<file path="src/rtl/mvbp_pkg.sv">
package mvbp_pkg;
   // Number of set bits needed for a taken verdict in an n-bit history.
   function automatic int unsigned vote_threshold(input int unsigned n);
      return (n / 2) + 1;
   endfunction
endpackage

</file>
<file path="src/rtl/mvbp_vote.sv">
module mvbp_vote #(
   parameter int unsigned HIST_BITS = 3
) (
   input  logic [HIST_BITS-1:0] hist,
   output logic                 taken
);
   localparam int unsigned THRESH = mvbp_pkg::vote_threshold(HIST_BITS);
   localparam int unsigned CW     = $clog2(HIST_BITS + 1);

   generate
      if (HIST_BITS == 3) begin : g_three
         assign taken = (hist[0] & hist[1]) | (hist[0] & hist[2]) | (hist[1] & hist[2]);
      end else begin : g_count
         logic [CW-1:0] ones;
         always_comb begin
            ones = '0;
            for (int i = 0; i < int'(HIST_BITS); i++) begin
               ones = ones + CW'(hist[i]);
            end
         end
         assign taken = (ones >= CW'(THRESH));
      end
   endgenerate
endmodule

</file>
<file path="src/rtl/mvbp_hist_table.sv">
module mvbp_hist_table #(
   parameter int unsigned IDX_BITS  = 4,
   parameter int unsigned HIST_BITS = 3
) (
   input  logic                 clk,
   input  logic                 rst,
   input  logic [IDX_BITS-1:0]  rd_idx,
   output logic [HIST_BITS-1:0] rd_hist,
   input  logic                 wr_en,
   input  logic [IDX_BITS-1:0]  wr_idx,
   input  logic                 wr_bit,
   output logic [HIST_BITS-1:0] wr_hist
);
   localparam int unsigned ENTRIES = 1 << IDX_BITS;

   logic [HIST_BITS-1:0] hist_q [ENTRIES];

   generate
      for (genvar g = 0; g < int'(ENTRIES); g++) begin : g_entry
         always_ff @(posedge clk) begin
            if (rst) begin
               hist_q[g] <= '0;
            end else if (wr_en && (wr_idx == IDX_BITS'(g))) begin
               hist_q[g] <= {hist_q[g][HIST_BITS-2:0], wr_bit};
            end
         end
      end
   endgenerate

   assign rd_hist = hist_q[rd_idx];
   assign wr_hist = hist_q[wr_idx];
endmodule

</file>
<file path="src/rtl/mvbp_sat_counter.sv">
module mvbp_sat_counter #(
   parameter int unsigned CNT_W = 16
) (
   input  logic             clk,
   input  logic             rst,
   input  logic             inc,
   output logic [CNT_W-1:0] count
);
   localparam logic [CNT_W-1:0] CNT_MAX = '1;

   always_ff @(posedge clk) begin
      if (rst) begin
         count <= '0;
      end else if (inc && (count != CNT_MAX)) begin
         count <= count + 1'b1;
      end
   end
endmodule

</file>
<file path="src/rtl/maj_branch_predictor.sv">
module maj_branch_predictor #(
   parameter int unsigned PC_W      = 32,
   parameter int unsigned IDX_LSB   = 2,
   parameter int unsigned IDX_BITS  = 4,
   parameter int unsigned HIST_BITS = 3,
   parameter int unsigned CNT_W     = 16
) (
   input  logic             clk,
   input  logic             rst,
   input  logic [PC_W-1:0]  lookup_pc,
   output logic             lookup_taken,
   input  logic             upd_valid,
   input  logic [PC_W-1:0]  upd_pc,
   input  logic             upd_taken,
   output logic [CNT_W-1:0] pred_total,
   output logic [CNT_W-1:0] pred_correct
);
   localparam int unsigned IDX_HI = IDX_LSB + IDX_BITS - 1;

   generate
      if ((HIST_BITS % 2) == 0 || HIST_BITS < 3) begin : g_bad_hist
         $error("HIST_BITS must be odd and at least 3");
      end
      if (IDX_LSB < 1 || IDX_HI >= PC_W - 1) begin : g_bad_idx
         $error("index field must leave address bits above and below it");
      end
      if (CNT_W < 2) begin : g_bad_cnt
         $error("CNT_W must be at least 2");
      end
   endgenerate

   logic [IDX_BITS-1:0]  lk_idx, up_idx;
   logic [HIST_BITS-1:0] lk_hist, up_hist;
   logic                 upd_pred;
   logic                 upd_hit;
   logic                 unused_pc_bits;

   assign lk_idx = lookup_pc[IDX_HI:IDX_LSB];
   assign up_idx = upd_pc[IDX_HI:IDX_LSB];
   assign unused_pc_bits = ^{lookup_pc[PC_W-1:IDX_HI+1], lookup_pc[IDX_LSB-1:0],
                             upd_pc[PC_W-1:IDX_HI+1], upd_pc[IDX_LSB-1:0]};

   mvbp_hist_table #(.IDX_BITS(IDX_BITS), .HIST_BITS(HIST_BITS)) u_table (
      .clk     (clk),
      .rst     (rst),
      .rd_idx  (lk_idx),
      .rd_hist (lk_hist),
      .wr_en   (upd_valid),
      .wr_idx  (up_idx),
      .wr_bit  (upd_taken),
      .wr_hist (up_hist)
   );

   mvbp_vote #(.HIST_BITS(HIST_BITS)) u_lk_vote (.hist(lk_hist), .taken(lookup_taken));
   mvbp_vote #(.HIST_BITS(HIST_BITS)) u_up_vote (.hist(up_hist), .taken(upd_pred));

   assign upd_hit = upd_valid & (upd_pred == upd_taken);

   mvbp_sat_counter #(.CNT_W(CNT_W)) u_total (
      .clk (clk), .rst (rst), .inc (upd_valid), .count (pred_total)
   );

   mvbp_sat_counter #(.CNT_W(CNT_W)) u_correct (
      .clk (clk), .rst (rst), .inc (upd_hit), .count (pred_correct)
   );
endmodule

</file>
<file path="config.mk">
export PLATFORM = sky130hd
export DESIGN_NAME = maj_branch_predictor
export DESIGN_NICKNAME = d
export VERILOG_FILES = /design/src/rtl/mvbp_pkg.sv /design/src/rtl/mvbp_vote.sv /design/src/rtl/mvbp_hist_table.sv /design/src/rtl/mvbp_sat_counter.sv /design/src/rtl/maj_branch_predictor.sv
export SDC_FILE = /design/constraint.sdc
export NUM_CORES = 1
export LEC_CHECK = 0
export ABC_CLOCK_PERIOD_IN_PS = 2940
export BUFFER_PORTS_ARGS = -buffer_cell sky130_fd_sc_hd__clkbuf_2
export CORE_ASPECT_RATIO = 1.75
export CORE_MARGIN = 8
export CORE_UTILIZATION = 50
export CTS_CLUSTER_DIAMETER = 120
export DETAILED_ROUTE_END_ITERATION = 6
export PLACE_DENSITY = 0.82
export RECOVER_POWER = 100
export SLEW_MARGIN = 10
export SYNTH_ARGS = -nofsm -noshare
export SYNTH_HDL_FRONTEND = slang
export SYNTH_SLANG_ARGS = --single-unit
</file>
<file path="constraint.sdc">
create_clock -name clk -period 2.94 [get_ports clk]
set_input_delay 0.147 -clock clk [delete_from_list [all_inputs] [get_ports clk]]
set_output_delay 0.147 -clock clk [all_outputs]
set_load 0.01 [all_outputs]
</file>
==> results of run 1 <==
==> per-layer routing <==
layer  share of wire [%]  up-vias  GRT usage [%]
met2                  55      118           32.4
met4                 3.6        0           9.56
met3                 4.4       32           4.13
met1                  37     1809           17.3
met5                   0        -              0
li1                    -     1693              -
==> sequential cells by signal, indices dropped and copies added (netlist names) <==
name	cells
u_correct.count	16
u_table.hist_q	48
u_total.count	16
==> worst max-delay path: stages, from the launching register on <==
cell and delay [ns]:
edfxtp_1 0.46, mux4_2 0.50, a22oi_1 0.22, nand3_1 0.11
maj3_2 0.52, mux2i_1 0.33, mux2_1 0.35
==> cells in the mapped netlist, drive strengths merged (4+ instances only) <==
master  number
and2        33
and2b       11
and3         4
buf         15
clkbuf      19
dfxtp       32
edfxtp      48
inv          9
mux2        15
mux2i       17
mux4        27
nand2       16
nand2b       4
nand3       23
nand4       17
nor2        41
nor2b        5
nor3        23
nor4        13
o21bai      16
or3          7
or4          6
xnor2        7
xor2         7
==> layout make-up <==
| cell class | count | area, µm² |
|---|---|---|
| sequential | 80 | 2080 |
| tap | 122 | 153 |
| fill | 844 | 4150 |
| clock inverter | 6 | 60.1 |
| inverter | 9 | 33.8 |
| multi-input combinational | 313 | 2470 |
| timing repair buffer | 53 | 230 |
| clock buffer | 10 | 229 |
==> power by group through the flow <==
| stage | logic, mW | clock network (mW) | registers [mW] |
|---|---|---|---|
| 2_1_floorplan | 0.235 | 0 | 1.27 |
| 5_1_grt | 0.290 | 1.15 | 1.26 |
| 3_3_place_gp | 0.262 | 0 | 1.28 |
| 6_report | 0.270 | 1.09 | 1.26 |
| 3_5_place_dp | 0.274 | 0 | 1.28 |
| 4_1_cts | 0.275 | 1.11 | 1.26 |
==> logic make-up (layout without fill, tap and decap cells) <==
logic type / count (synthesis) / count (layout)
AND/OR/NAND/NOR: 210 / 210
flip-flops: 80 / 80
multiplexers: 59 / 59
buffers and inverters: 45 / 78
AO/OA/AOI/OAI: 26 / 26
XOR/XNOR: 14 / 14
adder cells (fa/ha/maj): 4 / 4
==> path summary, 6_finish.rpt <==
| kind | end | slack, ns | cells after the start |
|---|---|---|---|
| min | u_correct.count[12] | 0.43 | 5 |
| min reg2reg | u_total.count[4] | 0.52 | 2 |
| max reg2reg | u_correct.count[0] | 0.32 | 6 |
| max | u_correct.count[0] | 0.32 | 6 |
==> flow_metrics.py, run 1 <==
metrics = {
    "setup_path": {
        "cp.required_ns": 3.16,
        "end_kind": "flip-flop",
        "criticalPathCategory": "flip-flop to flip-flop",
        "crit_start": "u_table.hist_q[7][0]",
        "cp-start-kind": "flip-flop",
        "reg2reg_from": "u_table.hist_q[7][0]",
        "worstPathMaxFanout": 16,
        "cp.arrival_ns": 2.84,
    },
    "clock_network": {
        "postCtsSetupRepairBufs": 0,
        "clockBufferDepth": 2,
        "post_cts_resized": 0,
        "cts_tree": "built",
        "cts.clk_slew.worst_paths_ns": 0.06,
        "htreeDepth": 3,
        "clk_latency_ns": 0.34,
        "cts_sinks": 80,
        "ctsRootBufferMaster": "clkbuf_16",
        "cts_hold_buf": 0,
        "cts_made_buffers": 9,
    },
    "finish": {
        "drive_above_1_share_pct": 13.0,
        "diodes": 0,
        "layout_common_cells": "edfxtp_1 (48), nor2_1 (41), clkbuf_1 (39)",
        "mostFrequentLayoutCell": "edfxtp_1",
        "fin_area_um2": 5260,
        "final_nets": 536,
        "syn_to_final_growth_pct": 8.99,
        "final_cells": 593,
        "utilization_pct": 55.9,
    },
    "sta": {
        "fin_crit_ns": 2.62,
        "worst_pin_slew_ns": 0.966,
        "fmax_ghz": 0.382,
        "rsz0062_at_grt": "no",
        "setup_tns_ns": 0,
        "layout_setup_ws_ns": 0.320,
        "relSlewSlack_pct": 35.1,
        "skew_ns": 0.00677,
        "drv_slew": 0,
        "setup_viol": 0,
        "hold_slack_ns": 0.433,
        "post-route-period-util_pct": 89.1,
        "finalHoldViolations": 0,
    },
    "yosys": {
        "seq_area_frac_synth_pct": 43.1,
        "ys_ff_latch": 80,
        "synth.distinct_cells": 48,
        "async_flop_share_pct": 0,
        "syn_inst": 438,
        "syn_nets": 508,
        "muxShareOfSynthArea_pct": 19.9,
        "synth-xor-area-share_pct": 2.54,
        "yosys.area.top_type": "edfxtp_1",
        "synth_top_area_share_pct": 29.9,
        "synthAdderAreaFrac_pct": 0.959,
        "ys.flop_type": "edfxtp_1",
        "synth-simple-area-share_pct": 23.9,
        "ys_warn_count": 0,
        "postSynthAreaPerCell_um2": 11.0,
        "synth_top_family_by_area": "simple AND/OR/NAND/NOR gates",
        "synth.area.top_cells": "edfxtp_1 (30%), dfxtp_1 (13%), mux4_2 (11%)",
        "synth_edf_count": 48,
        "synth-compound-area-share_pct": 3.97,
        "synthesis.area_um2": 4830,
    },
    "routing": {
        "routedWlPerCell_um": 18.9,
        "dr.first_iter.drc_count": 283,
        "drc": 0,
        "avgViaCountPerCell": 6.16,
        "dr.pass1.iters": 4,
        "routed_wl_mm": 11.2,
        "detail-route-antenna-nets": 0,
        "vias": 3652,
    },
    "power": {
        "combPwrFrac_pct": 10.3,
        "peakVddDrop_uv": 320,
        "power.internal_mw": 1.99,
        "netSwitchingFraction_pct": 23.9,
        "p_total_mw": 2.62,
        "powerDensity_nw_per_um2": 498,
        "p_switching_mw": 0.627,
        "leakagePower_nw": 1.80,
        "power_frac_clock_pct": 41.7,
        "seq_power_share_pct": 48.0,
    },
    "run_status": {
        "status": "finished clean",
    },
    "global_routing": {
        "grt_usage_pct": 17.5,
        "gr-total-overflow": 0,
        "grt_pass1_wl_mm": 18.6,
        "grt_pass1_vias": 3861,
        "grt_max_degree": 32,
        "antenna_found_initial": 0,
    },
    "floorplan": {
        "io_pins": 101,
        "core_area_um2": 9410,
        "die_h_um": 146,
        "die-area_um2": 13200,
        "row_count": 47,
        "die_w_um": 90.3,
        "start_util_pct": 51.3,
    },
    "place": {
        "dp_cells": 577,
        "port_buffers": 44,
        "dp_hpwl_mm": 8.23,
        "place_area_um2": 5030,
        "place_worst_setup_slack_ns": 0.153,
        "gp_congestion": 0.852,
    },
    "hold_path": {
        "hold_path_class": "input port to flip-flop",
        "worstHoldStart": "upd_valid",
    },
    "run": {
        "cap_violations": 0,
    },
}
Note: power is estimated with default switching activity, not from simulation.
==> run 2, diff against run 1 <==
--- a/config.mk
+++ b/config.mk
@@ -5,16 +5,16 @@
 export SDC_FILE = /design/constraint.sdc
 export NUM_CORES = 1
 export LEC_CHECK = 0
-export ABC_CLOCK_PERIOD_IN_PS = 2940
 export BUFFER_PORTS_ARGS = -buffer_cell sky130_fd_sc_hd__clkbuf_2
 export CORE_ASPECT_RATIO = 1.75
 export CORE_MARGIN = 8
-export CORE_UTILIZATION = 50
+export CORE_UTILIZATION = 40
 export CTS_CLUSTER_DIAMETER = 120
 export DETAILED_ROUTE_END_ITERATION = 6
-export PLACE_DENSITY = 0.82
+export PLACE_DENSITY = 0.69
 export RECOVER_POWER = 100
 export SLEW_MARGIN = 10
 export SYNTH_ARGS = -nofsm -noshare
 export SYNTH_HDL_FRONTEND = slang
 export SYNTH_SLANG_ARGS = --single-unit
+export TNS_END_PERCENT = 50
==> run 2 against run 1 <==
Highest routed layer unchanged. Flip-flop and latch count stayed put. Final cell count is 3.4% higher. Hold slack worse by 0.12 ns. Largest cell class unchanged. Fmax is 1.2% higher. Combinational power is 1% higher. Clock-buffer cell count is 1 lower.
==> flow_metrics.py, run 2 (synthesized netlist as in run 1, its figures left out) <==
metrics = {
    "finish": {
        "layout_common_cells": "edfxtp_1 (48), clkbuf_1 (42), nor2_1 (41)",
        "fin_area_um2": 5320,
        "regMostFlops": "u_table.hist_q",
        "top_regs": "u_table.hist_q x48, u_correct.count x16, u_total.count x16",
        "fillers": 1133,
        "mostFrequentLayoutCell": "edfxtp_1",
        "largest_reg_flops": 48,
        "syn_to_final_growth_pct": 10.3,
        "final_nets": 541,
        "diodes": 0,
        "drive_above_1_share_pct": 13.0,
    },
    "place": {
        "place_area_um2": 5100,
        "port_buffers": 44,
        "gp_congestion": 0.835,
        "dp_hpwl_mm": 7.99,
    },
    "global_routing": {
        "grt_usage_pct": 13.9,
        "grt_max_degree": 71,
        "antenna_found_initial": 0,
        "gr-total-overflow": 0,
        "grt_use_met2_pct": 26.0,
        "gr-max-usage-layer": "met2",
        "grt_pass1_wl_mm": 17.6,
        "grt_pass1_vias": 3539,
        "grtUsageMet3_pct": 3.23,
        "use_met1_pct": 14.1,
    },
    "setup_path": {
        "critical-path-top-delay-family": "multiplexers",
        "criticalPathCategory": "input port to flip-flop",
        "worstPathMaxFanout": 9,
        "cpMostUsedCell": "clkbuf_1",
        "path_buf_inv": 2,
        "cp-start-kind": "input port",
        "critPathSlowestCell": "mux4_2",
        "cp.arrival_ns": 2.81,
        "path_cells": "clkbuf_1, mux4_2, a22oi_1, nand3_1, maj3_2, clkbuf_1, mux2i_1, mux2_1",
        "cp_slowest_stage_delay_ns": 0.60,
        "cp.required_ns": 3.16,
        "end_kind": "flip-flop",
    },
    "sta": {
        "setup_viol": 0,
        "rsz0062_at_grt": "no",
        "fin_crit_ns": 2.59,
        "setup_tns_ns": 0,
        "fmax_ghz": 0.386,
        "relSlewSlack_pct": 54.3,
        "finalHoldViolations": 0,
        "skew_ns": 0.00772,
        "drv_slew": 0,
        "worst_pin_slew_ns": 0.685,
        "post-route-period-util_pct": 88.0,
    },
    "clock_network": {
        "clockBufferDepth": 2,
        "postCtsSetupRepairBufs": 0,
        "htreeDepth": 3,
        "cts_tree": "built",
        "ctsRootBufferMaster": "clkbuf_16",
        "cts.clk_slew.worst_paths_ns": 0.06,
        "clk_latency_ns": 0.34,
        "cts_made_buffers": 9,
        "post_cts_resized": 0,
        "cts_sinks": 80,
        "cts_hold_buf": 0,
    },
    "routing": {
        "dr.first_iter.drc_count": 222,
        "vias": 3555,
        "dr.pass1.iters": 4,
        "detail-route-antenna-nets": 0,
        "routed_wl_mm": 10.8,
        "avgViaCountPerCell": 5.80,
        "drc": 0,
        "routedWlPerCell_um": 17.7,
    },
    "run_status": {
        "status": "finished clean",
    },
    "floorplan": {
        "row_count": 53,
        "core_area_um2": 11900,
        "die_h_um": 161,
        "start_util_pct": 40.7,
        "io_pins": 101,
        "die-area_um2": 16000,
        "die_w_um": 99.0,
    },
    "run": {
        "cap_violations": 0,
    },
    "power": {
        "leakagePower_nw": 1.82,
        "powerDensity_nw_per_um2": 498,
        "peakVddDrop_uv": 290,
    },
    "hold_path": {
        "hold_path_class": "input port to flip-flop",
    },
}
[run 2: worst paths after layout]
kind | start | endpoint | slack, ns | cells after the start
setup / recovery | upd_pc[2] | u_correct.count[15] | 0.35 | 8
hold / removal | rst | u_correct.count[12] | 0.31 | 2
setup reg to reg | u_table.hist_q[10][2] | u_correct.count[15] | 0.39 | 7
hold reg to reg | u_total.count[4] | u_total.count[4] | 0.51 | 2
[run 2: final cells by class]
class	count	area, µm²	share of cell area, %
multi-input combinational	313	2470	46.5
sequential	80	2080	39.1
timing repair buffer	58	265	4.98
clock buffer	9	225	4.23
tap	137	171	3.22
clock inverter	7	71.3	1.34
inverter	9	33.8	0.635
[run 2: metrics by stage]
step | total power, mW | setup slack (ns) | utilization [%] | hold WS (ns) | instances
after floorplan | 1.50 | 0.657 | - | 0.447 | 438
after global placement | 1.55 | 0.301 | 43.0 | 0.483 | 597
after detailed placement | 1.57 | 0.265 | 43.0 | 0.497 | 597
after CTS | 2.68 | 0.397 | 45.5 | 0.298 | 613
after global routing | 2.74 | 0.145 | 44.8 | 0.328 | 613
final | 2.65 | 0.352 | 44.8 | 0.315 | 613
[run 2: worst reg2reg max path, stage by stage, from the launching register on]
cell	delay, ns
edfxtp_1	0.42
mux4_1	0.50
a22oi_1	0.22
nand3_1	0.12
maj3_2	0.44
clkbuf_1	0.20
mux2i_1	0.19
mux2_1	0.34
[run 2: report_power, final]
part | switching (mW) | internal, mW
Sequential | 0.0319 | 1.22
Clock | 0.464 | 0.658
Combinational | 0.153 | 0.121
Total | 0.649 | 2.00
[run 2: per-layer routing]
| layer | up-vias | part of all wire (%) |
|---|---|---|
| met5 | - | 0 |
| met4 | 0 | 2.3 |
| met3 | 20 | 3.4 |
| met2 | 77 | 55 |
| met1 | 1748 | 39 |
| li1 | 1710 | - |
